--- src/rtl/divPkg.sv ---
package divPkg;

  // largest divide ratio the counters must reach
  localparam int MAX_RATIO = 6;
  localparam int CNT_W     = $clog2(MAX_RATIO + 1);

  typedef logic [CNT_W-1:0] ratio_t;

  localparam ratio_t RATIO_TWO  = ratio_t'(2);
  localparam ratio_t RATIO_FOUR = ratio_t'(4);
  localparam ratio_t RATIO_FIVE = ratio_t'(5);
  localparam ratio_t RATIO_SIX  = ratio_t'(6);

  // strobes from control to the divider banks
  typedef struct packed {
    logic advance;   // step the counters on this rising edge
  } ctlStrobe_t;

  function automatic ratio_t decodeA(input logic sel);
    return sel ? RATIO_FOUR : RATIO_TWO;
  endfunction

  function automatic ratio_t decodeB(input logic hiBit, input logic loBit);
    if (hiBit) return RATIO_FIVE;
    return loBit ? RATIO_SIX : RATIO_FOUR;
  endfunction

  // number of counter states with the output low: ceil(r/2)
  function automatic ratio_t lowSpan(input ratio_t r);
    logic [CNT_W:0] wide;
    wide = {1'b0, r} + 1'b1;
    return ratio_t'(wide >> 1);
  endfunction

endpackage

--- src/rtl/divCtrl.sv ---
module divCtrl
  import divPkg::*;
(
  input  logic       clkIn,
  input  logic       masterRst,
  input  logic       haltReq,
  input  logic       selA,
  input  logic       selB0,
  input  logic       selB1,
  output ctlStrobe_t ctlBus,
  output ratio_t     ratioA,
  output ratio_t     ratioB
);

  logic haltQ;

  // captured between pulses so gating never clips a high phase
  always_ff @(negedge clkIn or posedge masterRst) begin
    if (masterRst) haltQ <= 1'b0;
    else           haltQ <= haltReq;
  end

  assign ctlBus.advance = !haltQ;
  assign ratioA         = decodeA(selA);
  assign ratioB         = decodeB(selB1, selB0);

endmodule

--- src/rtl/divBank.sv ---
module divBank
  import divPkg::*;
#(
  parameter bit ODD_STRETCH = 1'b0
) (
  input  logic       clkIn,
  input  logic       masterRst,
  input  ctlStrobe_t ctlBus,
  input  ratio_t     ratioSel,
  output logic       divOut
);

  ratio_t count;
  ratio_t countNext;
  ratio_t heldRatio;
  ratio_t effRatio;
  logic   outQ;
  logic   outNext;

  // a new ratio is only picked up at the start of a period
  assign effRatio = (count == '0) ? ratioSel : heldRatio;

  always_comb begin
    if (count == ratio_t'(effRatio - 1'b1)) countNext = '0;
    else                                    countNext = count + 1'b1;
    outNext = (countNext >= lowSpan(effRatio));
  end

  always_ff @(posedge clkIn or posedge masterRst) begin
    if (masterRst) begin
      count     <= '0;
      heldRatio <= RATIO_FOUR;
      outQ      <= 1'b0;
    end else if (ctlBus.advance) begin
      count <= countNext;
      outQ  <= outNext;
      if (count == '0) heldRatio <= ratioSel;
    end
  end

  generate
    if (ODD_STRETCH) begin : gStretch
      logic lateQ;
      always_ff @(negedge clkIn or posedge masterRst) begin
        if (masterRst) lateQ <= 1'b0;
        else           lateQ <= outQ;
      end
      // odd ratios keep the output high half a cycle longer
      assign divOut = outQ | (lateQ & heldRatio[0]);
    end else begin : gPlain
      assign divOut = outQ;
    end
  endgenerate

endmodule

--- src/rtl/ratioClockDivider.sv ---
module ratioClockDivider
  import divPkg::*;
#(
  parameter bit STRETCH_ODD = 1'b0
) (
  input  logic clkIn,
  input  logic masterRst,
  input  logic haltReq,
  input  logic selA,
  input  logic selB0,
  input  logic selB1,
  output logic outA,
  output logic outB
);

  ctlStrobe_t ctlBus;
  ratio_t     ratioA;
  ratio_t     ratioB;

  divCtrl uCtrl (
    .clkIn     (clkIn),
    .masterRst (masterRst),
    .haltReq   (haltReq),
    .selA      (selA),
    .selB0     (selB0),
    .selB1     (selB1),
    .ctlBus    (ctlBus),
    .ratioA    (ratioA),
    .ratioB    (ratioB)
  );

  // bank A never runs an odd ratio, so it never needs the stretch
  divBank #(.ODD_STRETCH(1'b0)) uBankA (
    .clkIn     (clkIn),
    .masterRst (masterRst),
    .ctlBus    (ctlBus),
    .ratioSel  (ratioA),
    .divOut    (outA)
  );

  divBank #(.ODD_STRETCH(STRETCH_ODD)) uBankB (
    .clkIn     (clkIn),
    .masterRst (masterRst),
    .ctlBus    (ctlBus),
    .ratioSel  (ratioB),
    .divOut    (outB)
  );

endmodule

--- config.mk ---
export PLATFORM = sky130hd
export DESIGN_NAME = ratioClockDivider
export DESIGN_NICKNAME = d
export VERILOG_FILES = /design/src/rtl/divPkg.sv /design/src/rtl/divCtrl.sv /design/src/rtl/divBank.sv /design/src/rtl/ratioClockDivider.sv
export SDC_FILE = /design/constraint.sdc
export NUM_CORES = 1
export LEC_CHECK = 0
export BUFFER_PORTS_ARGS = -buffer_cell sky130_fd_sc_hd__buf_2
export CAP_MARGIN = 20
export CORE_MARGIN = 10
export CORE_UTILIZATION = 42
export DETAILED_ROUTE_END_ITERATION = 8
export PLACE_DENSITY_LB_ADDON = 0.25
export SETUP_SLACK_MARGIN = 0.15
export SLEW_MARGIN = 25
export SYNTH_ARGS = -nofsm -noshare
export SYNTH_HDL_FRONTEND = slang
export SYNTH_SLANG_ARGS = --single-unit
--- constraint.sdc ---
create_clock -name clkIn -period 5.4 [get_ports clkIn]
set_input_delay 0.27 -clock clkIn [delete_from_list [all_inputs] [get_ports clkIn]]
set_output_delay 0.27 -clock clkIn [all_outputs]
set_load 0.02 [all_outputs]
# == Word-level counts from Yosys, hierarchy flattened ==
# Cells that the tools add are included.
# totals
inputBits,6
word_cells,28
ff_bits,15
# classes
reduce_logical,2
eq_ne,2
add_sub_neg,6
order_cmp,2
muxes,9
# op_table
cell,count
2-to-1 mux 3 bit,7
"adder 3 x 1 -> 4 bit, second input constant",2
"adder 3 x 1 -> 3 bit, second input constant",2
equality test 3 bit,2
>= comparator 3 bit,2
logical NOT 3 bit,2
"subtractor 3 x 1 -> 3 bit, second input constant",2
2-to-1 mux 2 bit,1
2-to-1 mux 1 bit,1

# == Logic depth before layout (Yosys ltp) ==
# logic_depth
ltp_word,7
ltp_mapped,15
mapped_depth_nobuf,15

# == By module ==
# Synthesis repeated with hierarchy kept, for this count alone.
# hier_totals
cells_unflattened,123
hier_area_um2,1273.7
# modules_own_cells
module,area_per_inst_um2,cells_each,n_inst
divBank,593.1,56,2
divCtrl,87.6,11,1

==> impl_metrics.json <==
{
  "cts_root_buffer": "clkbuf_4",
  "synthesis.area_mm2": 0.00115,
  "ys_warn_count": 0,
  "vias": 787,
  "async_reset_ff_share_pct": 100,
  "hold_path.class": "input pin to async pin",
  "r2r-start": "uCtrl.haltQ$_DFF_NP0_",
  "required_ps": 5570,
  "synth-seq-cells": 15,
  "fin_cells": 156,
  "finalSetupViolations": 0,
  "r2r_slack_ps": 1310,
  "final_common_cell": "ha_1",
  "synth_top_area_share_pct": 26.0,
  "syn_area_per_cell_um2": 9.96,
  "ant_nets": 0,
  "fp.dieW_um": 72.4,
  "start_kind": "register",
  "place_inst": 152,
  "post-route-util_pct": 49.2,
  "r2r-end": "uBankB.heldRatio[0]$_DFFE_PP0N_",
  "grt_overflow_total": 0,
  "groute.usage.overall_pct": 7.75,
  "synth-edff-count": 0,
  "antenna_found_initial": 0,
  "grt_max_degree": 16,
  "cts_hold_buf": 0,
  "ys_types": 41,
  "drt_wl_total_mm": 1.85,
  "fin_ws_ps": 1310,
  "viasPerCell": 5.04,
  "finalMaxSlewViolations": 0,
  "crit_fanout": 15,
  "cts_resized": 0,
  "initial_utilization_pct": 45.4,
  "power_density_mw_per_mm2": 663,
  "num_rows": 18,
  "drive_gt1_share_pct": 23.0,
  "cts.path.max_buffers": 2,
  "ir_drop_mv": 0.321,
  "final_cell_mix": "ha_1 (14), inv_1 (12), dfrtp_1 (12)",
  "drc": 0,
  "p_leak_nw": 0.610,
  "gp_congestion": 0.776,
  "syn_to_final_growth_pct": 8.34,
  "htreeDepth": 1,
  "drv_cap": 0,
  "io_buffers": 7,
  "synth_top_flop_cell": "dfrtp_1",
  "cts_tree": "built",
  "r2r_cells": 3,
  "clock-sinks": 15,
  "path_class": "register to register",
  "syn_nets": 136,
  "io-pin-count": 8,
  "hold_viol_final": 0,
  "skew_ps": 5.33,
  "synthTopCellsByArea": "dfrtp_1 (26%), ha_1 (15%), dfstp_2 (4.6%)",
  "core-area_mm2": 0.00254,
  "synthCells": 116,
  "nets": 147,
  "die_area_mm2": 0.00525,
  "worstMarginPinSlew_ps": 554,
  "diodes": 0,
  "fin_setup_tns_ps": 0,
  "clock_latency_ps": 280,
  "firstDrtPassIters": 3,
  "post_cts_buffers": 0,
  "endpoint_kind": "register",
  "grt_pass1_wl_mm": 3.39,
  "pre_cts_slack_ps": 1300,
  "grt_pass1_vias": 801,
  "crit_arrival_ps": 4260,
  "seq_area_frac_synth_pct": 32.7,
  "whs_ps": 24.0,
  "fin_total_pwr_mw": 0.829,
  "dp_hpwl_mm": 1.50,
  "synth.largest_area_cell": "dfrtp_1",
  "status": "completed",
  "postLayoutCellArea_mm2": 0.00125,
  "dpl_cell_area_mm2": 0.00122,
  "slew_headroom_pct": 63.0,
  "clk_pin_slew_ps": 90,
  "drt_iter0_drc": 7,
  "die_h_um": 72.4,
  "wl_per_cell_um": 11.9,
  "rsz0062_at_grt": "no",
  "cts_buffers": 3
}
[layer usage]
| layer | wire length [um] | up-vias | track usage, % |
|---|---|---|---|
| met4 | 8 | 0 | 1.27 |
| met1 | 965 | 359 | 10.4 |
| met2 | 799 | 10 | 11.5 |
| met3 | 79 | 2 | 3.27 |
| li1 | - | 416 | - |
| met5 | 0 | - | 0 |
[cells in the mapped netlist (2+ instances only)]
master	instances
o21ai_2	2
a211oi_1	2
nor2b_1	3
inv_1	12
nand2b_1	5
nand3_2	2
o21ai_0	2
mux2_2	4
nor2_1	6
a21o_1	3
xnor2_1	4
dfrtp_1	12
a21oi_1	3
dfstp_2	2
and2_1	4
xor2_1	3
nand2_1	10
ha_1	14
[kinds of logic after synthesis]
kind of cell | share of synthesized area [%]
and+or+nand+nor | 18.0
AOI/OAI and AO/OA | 13.8
DFF | 32.7
adders and majority gates | 15.2
buffers and inverters | 4.22
xor gates and xnor gates | 8.13
muxes | 8.02
[how the worst max path moves through the flow]
stage	start	to	slack, ps
after floorplan	uCtrl.haltQ$_DFF_NP0_	uBankA.count[0]$_DFFE_PP0N_	1560
after global placement	uCtrl.haltQ$_DFF_NP0_	uBankB.heldRatio[0]$_DFFE_PP0N_	1340
after detailed placement	uCtrl.haltQ$_DFF_NP0_	uBankB.heldRatio[0]$_DFFE_PP0N_	1300
after CTS	uCtrl.haltQ$_DFF_NP0_	register	1300
after global routing	uCtrl.haltQ$_DFF_NP0_	uBankB.heldRatio[0]$_DFFE_PP0N_	1210
final	uCtrl.haltQ$_DFF_NP0_	uBankB.heldRatio[0]$_DFFE_PP0N_	1310
[sequential cells by signal, summed over array words and instances, names as in the netlist, named ones only]
| name | flops |
|---|---|
| uBankB.count | 3 |
| uBankB.divOut | 1 |
| uBankA.count | 3 |
| uBankA.divOut | 1 |
| uBankA.heldRatio | 3 |
| uCtrl.haltQ | 1 |
| uBankB.heldRatio | 2 |
[report_power, final]
group / internal, mW / total, mW / leakage [nW] / switching [mW]
Sequential: 0.167 / 0.231 / 0.174 / 0.0638
Clock: 0.0275 / 0.0619 / 0.0177 / 0.0344
Combinational: 0.268 / 0.537 / 0.418 / 0.269
Total: 0.462 / 0.829 / 0.610 / 0.367
[worst max-delay path, stage by stage (launching register included)]
cell	delay (ps)
dfrtn_1	690
nor2_1	110
and2_1	200
mux2_2	270
[cell type report]
| cell class | count | area, um2 |
|---|---|---|
| fill | 239 | 1290 |
| timing repair buffer | 7 | 35.0 |
| clock buffer | 3 | 22.5 |
| clock inverter | 1 | 5.00 |
| multi-input combinational | 88 | 728 |
| inverter | 12 | 45.0 |
| sequential | 15 | 378 |
| tap | 30 | 37.5 |
No activity file was read; power rests on OpenSTA's default activity.
